<file path="src/rtl/spiq_pkg.sv">
package spiq_pkg;
  typedef struct packed {
    logic txPush;
    logic txPop;
    logic rxPush;
    logic rxPop;
    logic bypLoad;
    logic bypPop;
  } spiqStrobe_t;

  localparam int FLAG_FILL  = 0;
  localparam int FLAG_DRAIN = 1;
  localparam int FLAG_OVF   = 2;
  localparam int FLAG_UDF   = 3;
  localparam int FLAG_DONE  = 4;
  localparam int FLAG_EOQ   = 5;
  localparam int NUM_FLAGS  = 6;
  localparam int NUM_STICKY = 4;

  localparam int BUS_W     = 32;
  localparam int MARK_BIT  = 31;
  localparam int TXCNT_LSB = 8;
  localparam int RXCNT_LSB = 16;

  localparam logic [1:0] ADDR_DATA = 2'd0;
  localparam logic [1:0] ADDR_STAT = 2'd1;
endpackage

</file>
<file path="src/rtl/spiq_fifo.sv">
module spiq_fifo #(
  parameter int DEPTH = 5,
  parameter int WIDTH = 17
) (
  input  logic                           clk,
  input  logic                           rstN,
  input  logic                           push,
  input  logic                           pop,
  input  logic [WIDTH-1:0]               wrData,
  output logic [WIDTH-1:0]               rdData,
  output logic [$clog2(DEPTH+1)-1:0]     count
);
  localparam int PTR_W = (DEPTH > 1) ? $clog2(DEPTH) : 1;
  localparam int CNT_W = $clog2(DEPTH + 1);
  localparam logic [PTR_W-1:0] LAST_PTR = PTR_W'(DEPTH - 1);
  localparam logic [CNT_W-1:0] FULL_CNT = CNT_W'(DEPTH);

  logic [WIDTH-1:0] mem [DEPTH];
  logic [PTR_W-1:0] wrPtr, rdPtr;

  always_ff @(posedge clk) begin
    if (push) mem[wrPtr] <= wrData;
  end

  always_ff @(posedge clk) begin
    if (!rstN) begin
      wrPtr <= '0;
      rdPtr <= '0;
      count <= '0;
    end else begin
      if (push) wrPtr <= (wrPtr == LAST_PTR) ? '0 : wrPtr + 1'b1;
      if (pop)  rdPtr <= (rdPtr == LAST_PTR) ? '0 : rdPtr + 1'b1;
      count <= count + CNT_W'(push) - CNT_W'(pop);
    end
  end

  assign rdData = mem[rdPtr];

  // control never writes into a full queue unless it also frees a slot
  assert_no_overflow_R1: assert property (@(posedge clk) disable iff (!rstN)
    push |-> (count != FULL_CNT || pop));
  // control never pops an empty queue
  assert_no_underrun_R2: assert property (@(posedge clk) disable iff (!rstN)
    pop |-> (count != '0));
endmodule

</file>
<file path="src/rtl/spiq_datapath.sv">
module spiq_datapath
  import spiq_pkg::*;
#(
  parameter int DATA_W = 16,
  parameter int DEPTH  = 5
) (
  input  logic                       clk,
  input  logic                       rstN,
  input  spiqStrobe_t                strobe,
  input  logic [DATA_W-1:0]          txWrData,
  input  logic                       txWrMark,
  input  logic                       bypassEn,
  input  logic [DATA_W-1:0]          rxWrData,
  output logic [$clog2(DEPTH+1)-1:0] txCount,
  output logic [$clog2(DEPTH+1)-1:0] rxCount,
  output logic [DATA_W-1:0]          rxHead,
  output logic                       bypValid,
  output logic                       engTxValid,
  output logic [DATA_W-1:0]          engTxData,
  output logic                       engTxLast
);
  localparam int TX_W = DATA_W + 1;

  logic [TX_W-1:0]   txHead;
  logic [DATA_W-1:0] bypData;
  logic              bypMark;

  spiq_fifo #(.DEPTH(DEPTH), .WIDTH(TX_W)) txFifo_i (
    .clk(clk), .rstN(rstN),
    .push(strobe.txPush), .pop(strobe.txPop),
    .wrData({txWrMark, txWrData}), .rdData(txHead), .count(txCount)
  );

  spiq_fifo #(.DEPTH(DEPTH), .WIDTH(DATA_W)) rxFifo_i (
    .clk(clk), .rstN(rstN),
    .push(strobe.rxPush), .pop(strobe.rxPop),
    .wrData(rxWrData), .rdData(rxHead), .count(rxCount)
  );

  always_ff @(posedge clk) begin
    if (!rstN) begin
      bypValid <= 1'b0;
      bypData  <= '0;
      bypMark  <= 1'b0;
    end else if (strobe.bypLoad) begin
      bypValid <= 1'b1;
      bypData  <= txWrData;
      bypMark  <= txWrMark;
    end else if (strobe.bypPop) begin
      bypValid <= 1'b0;
    end
  end

  always_comb begin
    if (bypassEn) begin
      engTxValid = bypValid;
      engTxData  = bypData;
      engTxLast  = bypMark;
    end else begin
      engTxValid = (txCount != '0);
      engTxData  = txHead[DATA_W-1:0];
      engTxLast  = txHead[DATA_W];
    end
  end

  // a bypass load is held for the engine on the following cycle
  assert_bypass_hold_R9: assert property (@(posedge clk) disable iff (!rstN)
    strobe.bypLoad |=> (bypValid && bypData == $past(txWrData)));
endmodule

</file>
<file path="src/rtl/spiq_control.sv">
module spiq_control
  import spiq_pkg::*;
#(
  parameter int DATA_W = 16,
  parameter int DEPTH  = 5
) (
  input  logic                       clk,
  input  logic                       rstN,
  input  logic                       slaveMode,
  input  logic                       bypassEn,
  input  logic                       dmaSel,
  input  logic [NUM_FLAGS-1:0]       flagEn,
  input  logic                       busWrEn,
  input  logic                       busRdEn,
  input  logic [1:0]                 busAddr,
  input  logic [NUM_STICKY-1:0]      clrBits,
  input  logic                       engPop,
  input  logic                       engTxValid,
  input  logic                       engRxPush,
  input  logic                       engRxLast,
  input  logic                       bypValid,
  input  logic [$clog2(DEPTH+1)-1:0] txCount,
  input  logic [$clog2(DEPTH+1)-1:0] rxCount,
  input  logic [DATA_W-1:0]          rxHead,
  output spiqStrobe_t                strobe,
  output logic [BUS_W-1:0]           busRdData,
  output logic                       irq,
  output logic                       dmaTxReq,
  output logic                       dmaRxReq
);
  localparam int CNT_W = $clog2(DEPTH + 1);
  localparam logic [CNT_W-1:0] FULL_CNT = CNT_W'(DEPTH);

  logic                   wrData, wrStat, rdData;
  logic                   txFull, rxFull, rxEmpty;
  logic [NUM_STICKY-1:0]  sticky, setVec, clrVec;
  logic [NUM_FLAGS-1:0]   flagVec, irqMask;
  logic [BUS_W-1:0]       statWord;

  assign wrData  = busWrEn && (busAddr == ADDR_DATA);
  assign wrStat  = busWrEn && (busAddr == ADDR_STAT);
  assign rdData  = busRdEn && (busAddr == ADDR_DATA);
  assign txFull  = (txCount == FULL_CNT);
  assign rxFull  = (rxCount == FULL_CNT);
  assign rxEmpty = (rxCount == '0);

  always_comb begin
    strobe.txPop   = engPop && !bypassEn && (txCount != '0);
    strobe.txPush  = wrData && !bypassEn && (!txFull || strobe.txPop);
    strobe.rxPop   = rdData && !rxEmpty;
    strobe.rxPush  = engRxPush && (!rxFull || strobe.rxPop);
    strobe.bypLoad = wrData && bypassEn;
    strobe.bypPop  = engPop && bypassEn && bypValid;
  end

  // sticky events, index 0..3 maps to status bits FLAG_OVF..FLAG_EOQ
  assign setVec = {engRxPush && engRxLast,
                   engRxPush,
                   slaveMode && engPop && !engTxValid,
                   engRxPush && rxFull && !strobe.rxPop};
  assign clrVec = wrStat ? clrBits : '0;

  always_ff @(posedge clk) begin
    if (!rstN) sticky <= '0;
    else       sticky <= (sticky & ~clrVec) | setVec;
  end

  assign flagVec = {sticky, !rxEmpty, !txFull};

  always_comb begin
    irqMask = flagEn;
    if (dmaSel) begin
      irqMask[FLAG_FILL]  = 1'b0;
      irqMask[FLAG_DRAIN] = 1'b0;
    end
  end

  assign irq      = |(flagVec & irqMask);
  assign dmaTxReq = dmaSel && flagEn[FLAG_FILL]  && flagVec[FLAG_FILL];
  assign dmaRxReq = dmaSel && flagEn[FLAG_DRAIN] && flagVec[FLAG_DRAIN];

  always_comb begin
    statWord = '0;
    statWord[NUM_FLAGS-1:0]        = flagVec;
    statWord[TXCNT_LSB +: CNT_W]   = txCount;
    statWord[RXCNT_LSB +: CNT_W]   = rxCount;
  end

  always_comb begin
    busRdData = '0;
    if (busAddr == ADDR_STAT) busRdData = statWord;
    else if (busAddr == ADDR_DATA && !rxEmpty) busRdData = BUS_W'(rxHead);
  end

  // a full receive queue hit by a push without a pop raises overflow
  assert_ovf_set_R3: assert property (@(posedge clk) disable iff (!rstN)
    (engRxPush && rxFull && !busRdEn) |=> flagVec[FLAG_OVF]);
  // a dropped frame leaves the receive count unchanged
  assert_ovf_keep_R3: assert property (@(posedge clk) disable iff (!rstN)
    (engRxPush && rxFull && !busRdEn) |=> (rxCount == FULL_CNT));
  // a slave request with nothing to send raises underflow
  assert_udf_set_R4: assert property (@(posedge clk) disable iff (!rstN)
    (slaveMode && engPop && !engTxValid) |=> flagVec[FLAG_UDF]);
  // an overflow flag survives every cycle without a clear bit for it
  assert_sticky_hold_R6: assert property (@(posedge clk) disable iff (!rstN)
    (flagVec[FLAG_OVF] && !(busWrEn && busAddr == ADDR_STAT && clrBits[0]))
      |=> flagVec[FLAG_OVF]);
  // the interrupt line only rises with an enabled flag behind it
  assert_irq_source_R8: assert property (@(posedge clk) disable iff (!rstN)
    irq |-> |(flagVec & flagEn));
  // DMA requests stay low when routing selects the interrupt
  assert_dma_route_R8: assert property (@(posedge clk) disable iff (!rstN)
    !dmaSel |-> !(dmaTxReq || dmaRxReq));
endmodule

</file>
<file path="src/rtl/spiq_buffer.sv">
module spiq_buffer
  import spiq_pkg::*;
#(
  parameter int DATA_W = 16,
  parameter int DEPTH  = 5,
  localparam int CNT_W = $clog2(DEPTH + 1)
) (
  input  logic              clk,
  input  logic              rstN,
  input  logic              slaveMode,
  input  logic              bypassEn,
  input  logic              dmaSel,
  input  logic [5:0]        flagEn,
  input  logic              busWrEn,
  input  logic              busRdEn,
  input  logic [1:0]        busAddr,
  input  logic [31:0]       busWrData,
  output logic [31:0]       busRdData,
  input  logic              engPop,
  output logic              engTxValid,
  output logic [DATA_W-1:0] engTxData,
  output logic              engTxLast,
  input  logic              engRxPush,
  input  logic [DATA_W-1:0] engRxData,
  input  logic              engRxLast,
  output logic              irq,
  output logic              dmaTxReq,
  output logic              dmaRxReq,
  output logic [CNT_W-1:0]  txCount,
  output logic [CNT_W-1:0]  rxCount
);
  spiqStrobe_t       strobe;
  logic [DATA_W-1:0] rxHead;
  logic              bypValid;
  logic              unusedWr;

  assign unusedWr = ^busWrData;

  spiq_datapath #(.DATA_W(DATA_W), .DEPTH(DEPTH)) datapath_i (
    .clk(clk), .rstN(rstN), .strobe(strobe),
    .txWrData(busWrData[DATA_W-1:0]), .txWrMark(busWrData[MARK_BIT]),
    .bypassEn(bypassEn), .rxWrData(engRxData),
    .txCount(txCount), .rxCount(rxCount), .rxHead(rxHead), .bypValid(bypValid),
    .engTxValid(engTxValid), .engTxData(engTxData), .engTxLast(engTxLast)
  );

  spiq_control #(.DATA_W(DATA_W), .DEPTH(DEPTH)) control_i (
    .clk(clk), .rstN(rstN), .slaveMode(slaveMode), .bypassEn(bypassEn),
    .dmaSel(dmaSel), .flagEn(flagEn), .busWrEn(busWrEn), .busRdEn(busRdEn),
    .busAddr(busAddr), .clrBits(busWrData[FLAG_OVF +: NUM_STICKY]),
    .engPop(engPop), .engTxValid(engTxValid), .engRxPush(engRxPush),
    .engRxLast(engRxLast), .bypValid(bypValid), .txCount(txCount),
    .rxCount(rxCount), .rxHead(rxHead), .strobe(strobe),
    .busRdData(busRdData), .irq(irq), .dmaTxReq(dmaTxReq), .dmaRxReq(dmaRxReq)
  );
endmodule

</file>
<file path="config.mk">
export PLATFORM = sky130hd
export DESIGN_NAME = spiq_buffer
export DESIGN_NICKNAME = d
export VERILOG_FILES = /design/src/rtl/spiq_pkg.sv /design/src/rtl/spiq_fifo.sv /design/src/rtl/spiq_datapath.sv /design/src/rtl/spiq_control.sv /design/src/rtl/spiq_buffer.sv
export SDC_FILE = /design/constraint.sdc
export NUM_CORES = 1
export LEC_CHECK = 0
export ABC_AREA = 1
export BUFFER_PORTS_ARGS = -buffer_cell sky130_fd_sc_hd__clkbuf_2
export CORE_MARGIN = 1.5
export CORE_UTILIZATION = 24
export CTS_CLUSTER_SIZE = 14
export DETAILED_ROUTE_END_ITERATION = 10
export GPL_TIMING_DRIVEN = 0
export HOLD_SLACK_MARGIN = 0.08
export PLACE_DENSITY = 0.42
export SLEW_MARGIN = 25
export SYNTH_ARGS = -nofsm -noshare
export SYNTH_HDL_FRONTEND = slang
export SYNTH_SLANG_ARGS = --single-unit
</file>
<file path="constraint.sdc">
create_clock -name clk -period 7.68 [get_ports clk]
set_input_delay 1.152 -clock clk [delete_from_list [all_inputs] [get_ports clk]]
set_output_delay 1.152 -clock clk [all_outputs]
set_load 0.1 [all_outputs]
</file>
After elaboration in Yosys (flattened, before gate mapping)
Memory sizes are Yosys's and may differ from the RTL's. A register that Yosys moved wholly into a read port is not among the register bits.
Cells that the tools add are included.
{ "word_totals": {"reg_bits": 40, "ram_bits": 165, "inputBits": 66, "out_inout_bits": 59, "elab_cells": 87, "n_memories": 2} }
{ "op_classes": {"add_sub_neg": 8, "n_eq_ne": 7, "muxes": 21, "bitwise_logic": 4, "n_reduce_logical": 35} }
{ "mem_list": {"columns": ["name", "depth", "width", "read_ports", "rd_ports_with_merged_regs", "write_ports", "line", "source"], "rows": [
  ["datapath_i.txFifo_i.mem", 5, 17, 1, 1, 1, "spiq_fifo.sv:18", "logic [WIDTH-1:0] mem [DEPTH];"],
  ["datapath_i.rxFifo_i.mem", 5, 16, 1, 1, 1, "spiq_fifo.sv:18", null]
]} }
{ "ops": {"columns": ["op", "count"], "rows": [
  ["$mux W16", 2],
  ["$mux W32", 1],
  ["$mux W3", 8],
  ["$logic_and A1 B1 Y1", 22],
  ["$eq A3 B3 Y1 const B", 6],
  ["$add A3 B1 Y3 const B", 4],
  ["$mux W1", 8],
  ["$add A3 B1 Y3", 2],
  ["$and A6 B6 Y6", 1],
  ["$logic_not A1 Y1", 6],
  ["$reduce_or A6 Y1", 1],
  ["$sub A3 B1 Y3", 2],
  ["$and A4 B4 Y4", 1],
  ["$mux W4", 1],
  ["$not A4 Y4", 1],
  ["$or A4 B4 Y4", 1],
  ["$logic_not A3 Y1", 1],
  ["$reduce_bool A3 Y1", 1],
  ["$eq A2 B1 Y1 const B", 1],
  ["$logic_not A2 Y1", 1],
  ["$logic_or A1 B1 Y1", 2],
  ["$mux W2", 1],
  ["$reduce_bool A2 Y1", 1]
]} }

Longest topological paths before layout
Gate-level depths: netlist of the first run.
{ "depth": {"word_depth": 7, "ltp_mapped": 11} }

Cells and area by module
Synthesis of the first run repeated with hierarchy kept, for this count alone.
{ "unflattened": {"cells_unflattened": 1064, "area_unflattened_um2": 9708.1} }
{ "modules_own_cells": {"columns": ["mod", "n_inst", "cells_each", "area_per_inst_um2", "seq_area_each_um2"], "rows": [
  ["spiq_fifo (datapath_i.txFifo_i)", 1, 412, 4167.7, 2792.7],
  ["spiq_fifo (datapath_i.rxFifo_i)", 1, 393, 3963.8, 2642.5],
  ["spiq_datapath", 1, 136, 898.4, 360.3],
  ["spiq_control", 1, 123, 678.2, 80.1]
]} }

Worst setup path before layout of the first run
No wires, ideal clock.
{ "synth_timing": {"path_kind": "register to output", "start": "register datapath_i.rxFifo_i.count[2]", "end": "output busRdData[10]", "arrival_ns": 3.103, "required_time_ns": 6.528, "slack_ns": 3.425, "stages_incl_launch_ff": 7, "path_buffers": 0, "path_cell_list": "dfxtp_1 inv_1 nand3_2 nand2_2 inv_2 o21ai_1 o22ai_1"} }
{ "synth_via": {"elab_chain_cells": 5} }
{ "synth_lines": {"columns": ["item", "line", "source"], "rows": [
  ["start, declared", "spiq_fifo.sv:11", "output logic [$clog2(DEPTH+1)-1:0] count"],
  ["start signal, assigned", "spiq_fifo.sv:33", "count <= count + CNT_W'(push) - CNT_W'(pop);"],
  ["$logic_not A3 Y1", "spiq_control.sv:45", "assign rxEmpty = (rxCount == '0);"],
  ["$logic_not A1 Y1", "spiq_control.sv:92", "else if (busAddr == ADDR_DATA && !rxEmpty) busRdData = BUS_W'(rxHead);"],
  ["$logic_and A1 B1 Y1", "spiq_control.sv:92", null],
  ["$mux W16", "spiq_control.sv:92", null],
  ["$mux W32", "spiq_control.sv:91", "if (busAddr == ADDR_STAT) busRdData = statWord;"],
  ["end, declared", "spiq_buffer.sv:18", "output logic [31:0] busRdData,"]
]} }
Every way passes these cells.

Worst setup path in the final report of the first run
{ "layout_timing": {"start": "input busAddr[0]", "end": "output busRdData[0]"} }
{ "layout_via": {"elab_chain_cells": 4, "elab_cells_between_ends": 5} }
{ "layout_lines": {"columns": ["item", "line", "source"], "rows": [
  ["start, declared", "spiq_buffer.sv:16", "input logic [1:0] busAddr,"],
  ["$logic_not A2 Y1", "spiq_control.sv:92", null],
  ["$logic_and A1 B1 Y1", "spiq_control.sv:92", null],
  ["$mux W16", "spiq_control.sv:92", null],
  ["$mux W32 *", "spiq_control.sv:91", null]
]} }
Mark *: on every way between the ends. The rest lies on a longest branch, timed or not.

==> impl_metrics.env, run 1 <==
export IMPL_ys_seq_area_share_pct=67.0
export IMPL_slowest_stage="clkbuf_2"
export IMPL_p_leak_nw=4.20
export IMPL_wl_mm=25.2
export IMPL_path_max_fanout=9
export IMPL_rsz0062_at_grt="no"
export IMPL_syn_to_final_growth_pct=23.5
export IMPL_clock_latency_ns=0.52
export IMPL_row_count=69
export IMPL_min_period_ns=4.08
export IMPL_final_instance_count_excl_fill=1433
export IMPL_slew_violations=0
export IMPL_start_util_pct=24.5
export IMPL_layout_setup_ws_ns=3.60
export IMPL_postSynthCellCount=803
export IMPL_whs_ns=0.454
export IMPL_drtIter0Drc=284
export IMPL_final_nets=1033
export IMPL_grt_pass1_wl_mm=38.1
export IMPL_cts_htree_levels=1
export IMPL_num_antenna_cells=0
export IMPL_cts_buffer_depth=3
export IMPL_grt_use_total_pct=13.3
export IMPL_syn_area_per_cell_sq_um=10.9
export IMPL_die_width_um=194
export IMPL_yosysWarningCount=0
export IMPL_place_ws_ns=3.51
export IMPL_die_area_sq_um=37700
export IMPL_gp_congestion=0.736
export IMPL_num_vias=6179
export IMPL_setup_tns_final_ns=0
export IMPL_overflow=0
export IMPL_dp_hpwl_mm=17.6
export IMPL_critPathRequiredTime_ns=6.53
export IMPL_die_height_um=194
export IMPL_powerDensity_nw_per_um2=285
export IMPL_finalSetupViolCount=0
export IMPL_clk_pin_slew_worst_paths_ns=0.06
export IMPL_max_stage_delay_ns=0.53
export IMPL_crit_path_end_kind="primary output"
export IMPL_post_route_cell_area_sq_um=10800
export IMPL_relSlewSlack_pct=50.8
export IMPL_grt_max_degree=17
export IMPL_cap_violations=0
export IMPL_crit_arrival_ns=2.93
export IMPL_cts_tree="yes"
export IMPL_ir_drop_mv=0.167
export IMPL_finClkSkew_ns=0.0105
export IMPL_fin_util_pct=30.3
export IMPL_dp_cells=1390
export IMPL_final_common_cell="edfxtp_1"
export IMPL_port_buffers=96
export IMPL_ys_async_sr_fraction_pct=0
export IMPL_path_cells="clkbuf_2, nor2_4, nand2_2, inv_2, o21ai_0, o21ai_1, clkbuf_2"
export IMPL_drc=7
export IMPL_cts_buffers=24
export IMPL_synth_edff_count=165
export IMPL_period_share_pct=53.2
export IMPL_postCtsSetupRepairBufs=0
export IMPL_synth_area_sq_um=8770
export IMPL_violations="DRC"
export IMPL_post_cts_resized=0
export IMPL_min_path_type="register to register"
export IMPL_grt_pass1_vias=6030
export IMPL_drive_above_1_share_pct=22.3
export IMPL_hold_viol_final=0
export IMPL_cp_common_cell="clkbuf_2"
export IMPL_viasPerCell=4.31
export IMPL_drt_pass1_iterations=10
export IMPL_max_freq_mhz=245
export IMPL_ys_ff_latch=211
export IMPL_wl_per_cell_um=17.6
export IMPL_core_area_sq_um=35700
export IMPL_crit_type="input port to primary output"
export IMPL_start_kind="input port"
export IMPL_cts_num_sinks=211
export IMPL_synth_cell_types=34
export IMPL_cts_root_buf="clkbuf_16"
export IMPL_drtAntennaViolNets=0
export IMPL_ios=125
export IMPL_status="complete, but fails checks"
export IMPL_final_cell_mix="165 x edfxtp_1, 152 x nand2_1, 96 x clkbuf_2"
export IMPL_grt_antenna_before_repair=0
export IMPL_place_area_sq_um=10100
export IMPL_tightest_slew_ns=0.737
export IMPL_total_power_mw=3.09
export IMPL_postCtsHoldBufs=0
export IMPL_ys_flop_type="edfxtp_1"
==> sequential cells by signal, indices dropped and copies added (netlist names), named ones only <==
register and cells:
control_i.sticky 4, datapath_i.bypData 16, datapath_i.bypMark 1, datapath_i.bypValid 1, datapath_i.rxFifo_i.count 3, datapath_i.rxFifo_i.mem 80, datapath_i.rxFifo_i.rdPtr 3, datapath_i.rxFifo_i.wrPtr 3
datapath_i.txFifo_i.count 3, datapath_i.txFifo_i.mem 85, datapath_i.txFifo_i.rdPtr 3, datapath_i.txFifo_i.wrPtr 3
==> cell type report <==
type                    count  area (sq um)
inverters                  63           236
plain buffers              48           262
clock buffers              37           679
clock inverters             6          62.6
well taps                 461           577
repair buffers            114           638
multi-input cells         493          2500
fillers                  3744         24900
flip-flops and latches    211          5880
==> report_power, final <==
group	switching (mW)	internal (mW)	total (mW)
registers	0.0252	1.28	1.30
logic	0.557	0.137	0.695
clock network	0.454	0.640	1.09
total	1.04	2.05	3.09
==> cells by family after synthesis <==
| kind of cell | after synthesis | share of synthesized area, % |
|---|---|---|
| simple gates | 307 | 15.4 |
| flops | 211 | 67.0 |
| compound gates | 159 | 9.82 |
| buf+inv | 111 | 5.68 |
| fa+ha+maj | 12 | 1.88 |
| xor+xnor | 2 | 0.200 |
| other cells | 1 | 0.0428 |
==> final timing paths <==
| path | startpoint | end | slack, ns | cells past startpoint |
|---|---|---|---|---|
| worst max-delay path | busAddr[0] | busRdData[0] | 3.60 | 7 |
| worst min-delay path | datapath_i.bypData[2] | datapath_i.bypData[2] | 0.45 | 2 |
| worst max register to register | datapath_i.txFifo_i.wrPtr[1] | datapath_i.txFifo_i.mem[3][8] | 5.48 | 4 |
| worst min register to register | datapath_i.bypData[2] | datapath_i.bypData[2] | 0.45 | 2 |
==> cell usage after synthesis, drive strengths merged (2+ instances only) <==
master,count,area share [%]
nor3,7,0.57
inv,62,2.7
xor2,2,0.20
a22oi,17,1.5
o21ai,61,3.5
nor4,2,0.14
edfxtp,165,56
nand2,156,6.8
o22ai,11,0.78
nand3,87,5.1
clkbuf,7,0.30
nand3b,2,0.17
buf,41,2.7
nor2,50,2.3
ha,10,1.4
fa,2,0.46
a21oi,67,3.8
nand4,3,0.29
dfxtp,46,11
==> worst max-delay path: cells and delay by family <==
kind | cells | cell delay, ns
buf+inv | 3 | 0.89
compound gates | 2 | 0.47
simple gates | 2 | 0.41
==> layer usage <==
layer / global-route usage, % / wire (um)
met1: 17.7 / 11600
met2: 22.7 / 12000
met3: 2.33 / 1110
met4: 2.60 / 410
met5: 0 / 0
Power figures use the tool's default switching activity.
==> run 2: changes to the inputs <==
- ABC_AREA: 1 -> 0
- clock period: 7.68 -> 3.9 ns (I/O delays scaled with it)
==> run 2 against run 1 <==
Register-to-register slack got worse by 4.0 ns; the run still ends with DRC left; global-route usage decreased by 1.4 points; synthesized cell count down 25%.
==> impl_metrics.env, run 2 <==
export IMPL_status="complete, but fails checks"
export IMPL_violations="DRC"
export IMPL_die_width_um=194
export IMPL_min_period_ns=3.31
export IMPL_finalSetupViolCount=0
export IMPL_drc=6
export IMPL_largest_reg_flops=85
export IMPL_grt_use_met2_pct=20.3
export IMPL_ys_top_cells_by_count="165 x edfxtp_1, 75 x nand2_1, 51 x mux2i_1"
export IMPL_yosysWarningCount=0
export IMPL_met3_usage_pct=2.31
export IMPL_p_leak_nw=3.82
export IMPL_period_share_pct=84.9
export IMPL_total_power_mw=6.03
export IMPL_crit_type="register to primary output"
export IMPL_synth_most_common_cell="edfxtp_1"
export IMPL_postSynthCellCount=605
export IMPL_ios=125
export IMPL_cts_buffers=25
export IMPL_syn_area_per_cell_sq_um=14.4
export IMPL_path_max_fanout=10
export IMPL_port_buffers=96
export IMPL_grt_antenna_before_repair=1
export IMPL_clock_latency_ns=0.52
export IMPL_wl_mm=22.4
export IMPL_swShare_pct=30.0
export IMPL_ys_ff_latch=211
export IMPL_power_frac_clock_pct=38.8
export IMPL_viasPerCell=4.25
export IMPL_switchingPower_mw=1.81
export IMPL_row_count=69
export IMPL_syn_to_final_growth_pct=24.8
export IMPL_cts_root_buf="clkbuf_16"
export IMPL_cap_violations=0
export IMPL_busiest_layer="met2"
export IMPL_hold_viol_final=0
export IMPL_drive_above_1_share_pct=31.3
export IMPL_p_int_mw=4.23
export IMPL_synth_area_leaders="edfxtp_1 57%, dfxtp_1 11%, mux2i_1 5.8%, mux4_2 4.1%, nand2_1 3.2%"
export IMPL_power_frac_comb_pct=18.5
export IMPL_postCtsHoldBufs=0
export IMPL_largestRegisters="datapath_i.txFifo_i.mem x85, datapath_i.rxFifo_i.mem x80, datapath_i.bypData x16"
export IMPL_postCtsSetupRepairBufs=0
export IMPL_layout_setup_ws_ns=0.587
export IMPL_final_nets=848
export IMPL_yosysTopAreaCellShare_pct=56.7
export IMPL_crit_path_end_kind="primary output"
export IMPL_start_kind="register"
export IMPL_cts_num_sinks=211
export IMPL_clk_pin_slew_worst_paths_ns=0.06
export IMPL_relSlewSlack_pct=36.1
export IMPL_max_freq_mhz=302
export IMPL_min_path_type="input port to register"
export IMPL_drtIter0Drc=301
export IMPL_dp_hpwl_mm=16.1
export IMPL_ys_seq_area_share_pct=67.3
export IMPL_die_area_sq_um=37600
export IMPL_powerDensity_nw_per_um2=553
export IMPL_critPathRequiredTime_ns=3.31
export IMPL_num_antenna_cells=0
export IMPL_post_cts_resized=0
export IMPL_drt_pass1_iterations=7
export IMPL_drtAntennaViolNets=0
export IMPL_synth_edff_count=165
export IMPL_overflow=0
export IMPL_cts_htree_levels=1
export IMPL_start_util_pct=24.4
export IMPL_met1_usage_pct=15.6
export IMPL_ys_async_sr_fraction_pct=0
export IMPL_place_ws_ns=0.584
export IMPL_cts_tree="yes"
export IMPL_crit_arrival_ns=2.73
export IMPL_grt_pass1_vias=5421
export IMPL_synth_cell_types=52
export IMPL_yosys_area_top_type="edfxtp_1"
export IMPL_die_height_um=194
export IMPL_rsz0062_at_grt="no"
export IMPL_seq_power_share_pct=42.7
export IMPL_grt_use_total_pct=11.9
export IMPL_ir_drop_mv=0.298
export IMPL_finClkSkew_ns=0.0172
export IMPL_wl_per_cell_um=17.9
export IMPL_synth_area_sq_um=8740
export IMPL_final_cell_mix="165 x edfxtp_1, 97 x clkbuf_2, 75 x nand2_1"
export IMPL_top_register="datapath_i.txFifo_i.mem"
export IMPL_ys_flop_type="edfxtp_1"
export IMPL_tightest_slew_ns=0.958
export IMPL_grt_max_degree=18
export IMPL_core_area_sq_um=35700
export IMPL_num_vias=5311
export IMPL_final_common_cell="edfxtp_1"
export IMPL_slew_violations=0
export IMPL_grt_pass1_wl_mm=34.0
export IMPL_gp_congestion=0.685
export IMPL_cts_buffer_depth=3
[run 2: cell count changes after synthesis, sizes merged, moves of 16 or more]
cell | before | now
mux4 | 0 | 16
nand3 | 87 | 8
inv | 62 | 13
o21ai | 61 | 17
nor2 | 50 | 12
o221ai | 0 | 17
mux2i | 0 | 51
nand2 | 156 | 75
mux2 | 0 | 18
a21oi | 67 | 35
[run 2: final timing paths]
kind	start	end	slack, ns	cells after the start
setup reg to reg	datapath_i.txFifo_i.count[1]	datapath_i.txFifo_i.mem[4][6]	1.50	4
hold reg to reg	datapath_i.bypData[4]	datapath_i.bypData[4]	0.45	2
hold / removal	engRxData[12]	datapath_i.rxFifo_i.mem[3][12]	0.31	1
setup / recovery	datapath_i.rxFifo_i.count[1]	busRdData[10]	0.59	6
[run 2: cell families (layout without fill, tap and decap cells)]
| group | count (synthesis) | count (layout) | synth area share, % |
|---|---|---|---|
| DFF | 211 | 211 | 67.3 |
| xor gates and xnor gates | 4 | 4 | 0.401 |
| other | 1 | 13 | 0.0429 |
| muxes | 85 | 85 | 12.3 |
| buffers and inverters | 60 | 232 | 3.58 |
| AOI/OAI and AO/OA | 83 | 83 | 5.83 |
| adders and majority gates | 12 | 12 | 1.89 |
| and+or+nand+nor | 149 | 149 | 8.71 |
[run 2: layout make-up]
cell class / instances / area [sq um]
fillers: 3672 / 24800
flip-flops and latches: 211 / 5880
multi-input cells: 346 / 2660
repair buffers: 126 / 658
clock buffers: 29 / 641
well taps: 461 / 577
plain buffers: 46 / 260
clock inverters: 17 / 185
inverters: 14 / 52.6
[run 2: stage by stage]
stage | hold WS (ns) | cells | util (%) | setup TNS, ns | area (sq um)
after floorplan | 0.433 | 617 | - | -4.50 | 8790
after global placement | 0.439 | 1174 | 27.5 | -226.52 | 9840
after detailed placement | 0.447 | 1204 | 28.2 | 0 | 10100
after CTS | 0.299 | 1250 | 30.5 | 0 | 10900
after global routing | 0.305 | 1250 | 30.5 | 0 | 10900
final | 0.313 | 1250 | 30.5 | 0 | 10900
[run 2: power by group through the flow]
stage	combinational, mW	clock [mW]	sequential, mW
2_1_floorplan	0.762	0	2.72
3_3_place_gp	1.11	0	2.63
3_5_place_dp	1.13	0	2.63
4_1_cts	1.14	2.41	2.58
5_1_grt	1.19	2.49	2.59
6_report	1.12	2.34	2.58
[run 2: critical path, cell delays in order, from the launching register on]
cell and delay, ns:
dfxtp_1 0.50, nor3_2 0.16, or3_1 0.32, clkbuf_1 0.18, buf_2 0.24, o21ai_0 0.29
clkbuf_2 0.52
[run 2: metal layers]
| metal | share of wire, % | vias to the layer above |
|---|---|---|
| li1 | - | 2599 |
| met3 | 4.0 | 34 |
| met4 | 1.9 | 2 |
| met1 | 46 | 2576 |
| met5 | 0.076 | - |
| met2 | 48 | 100 |
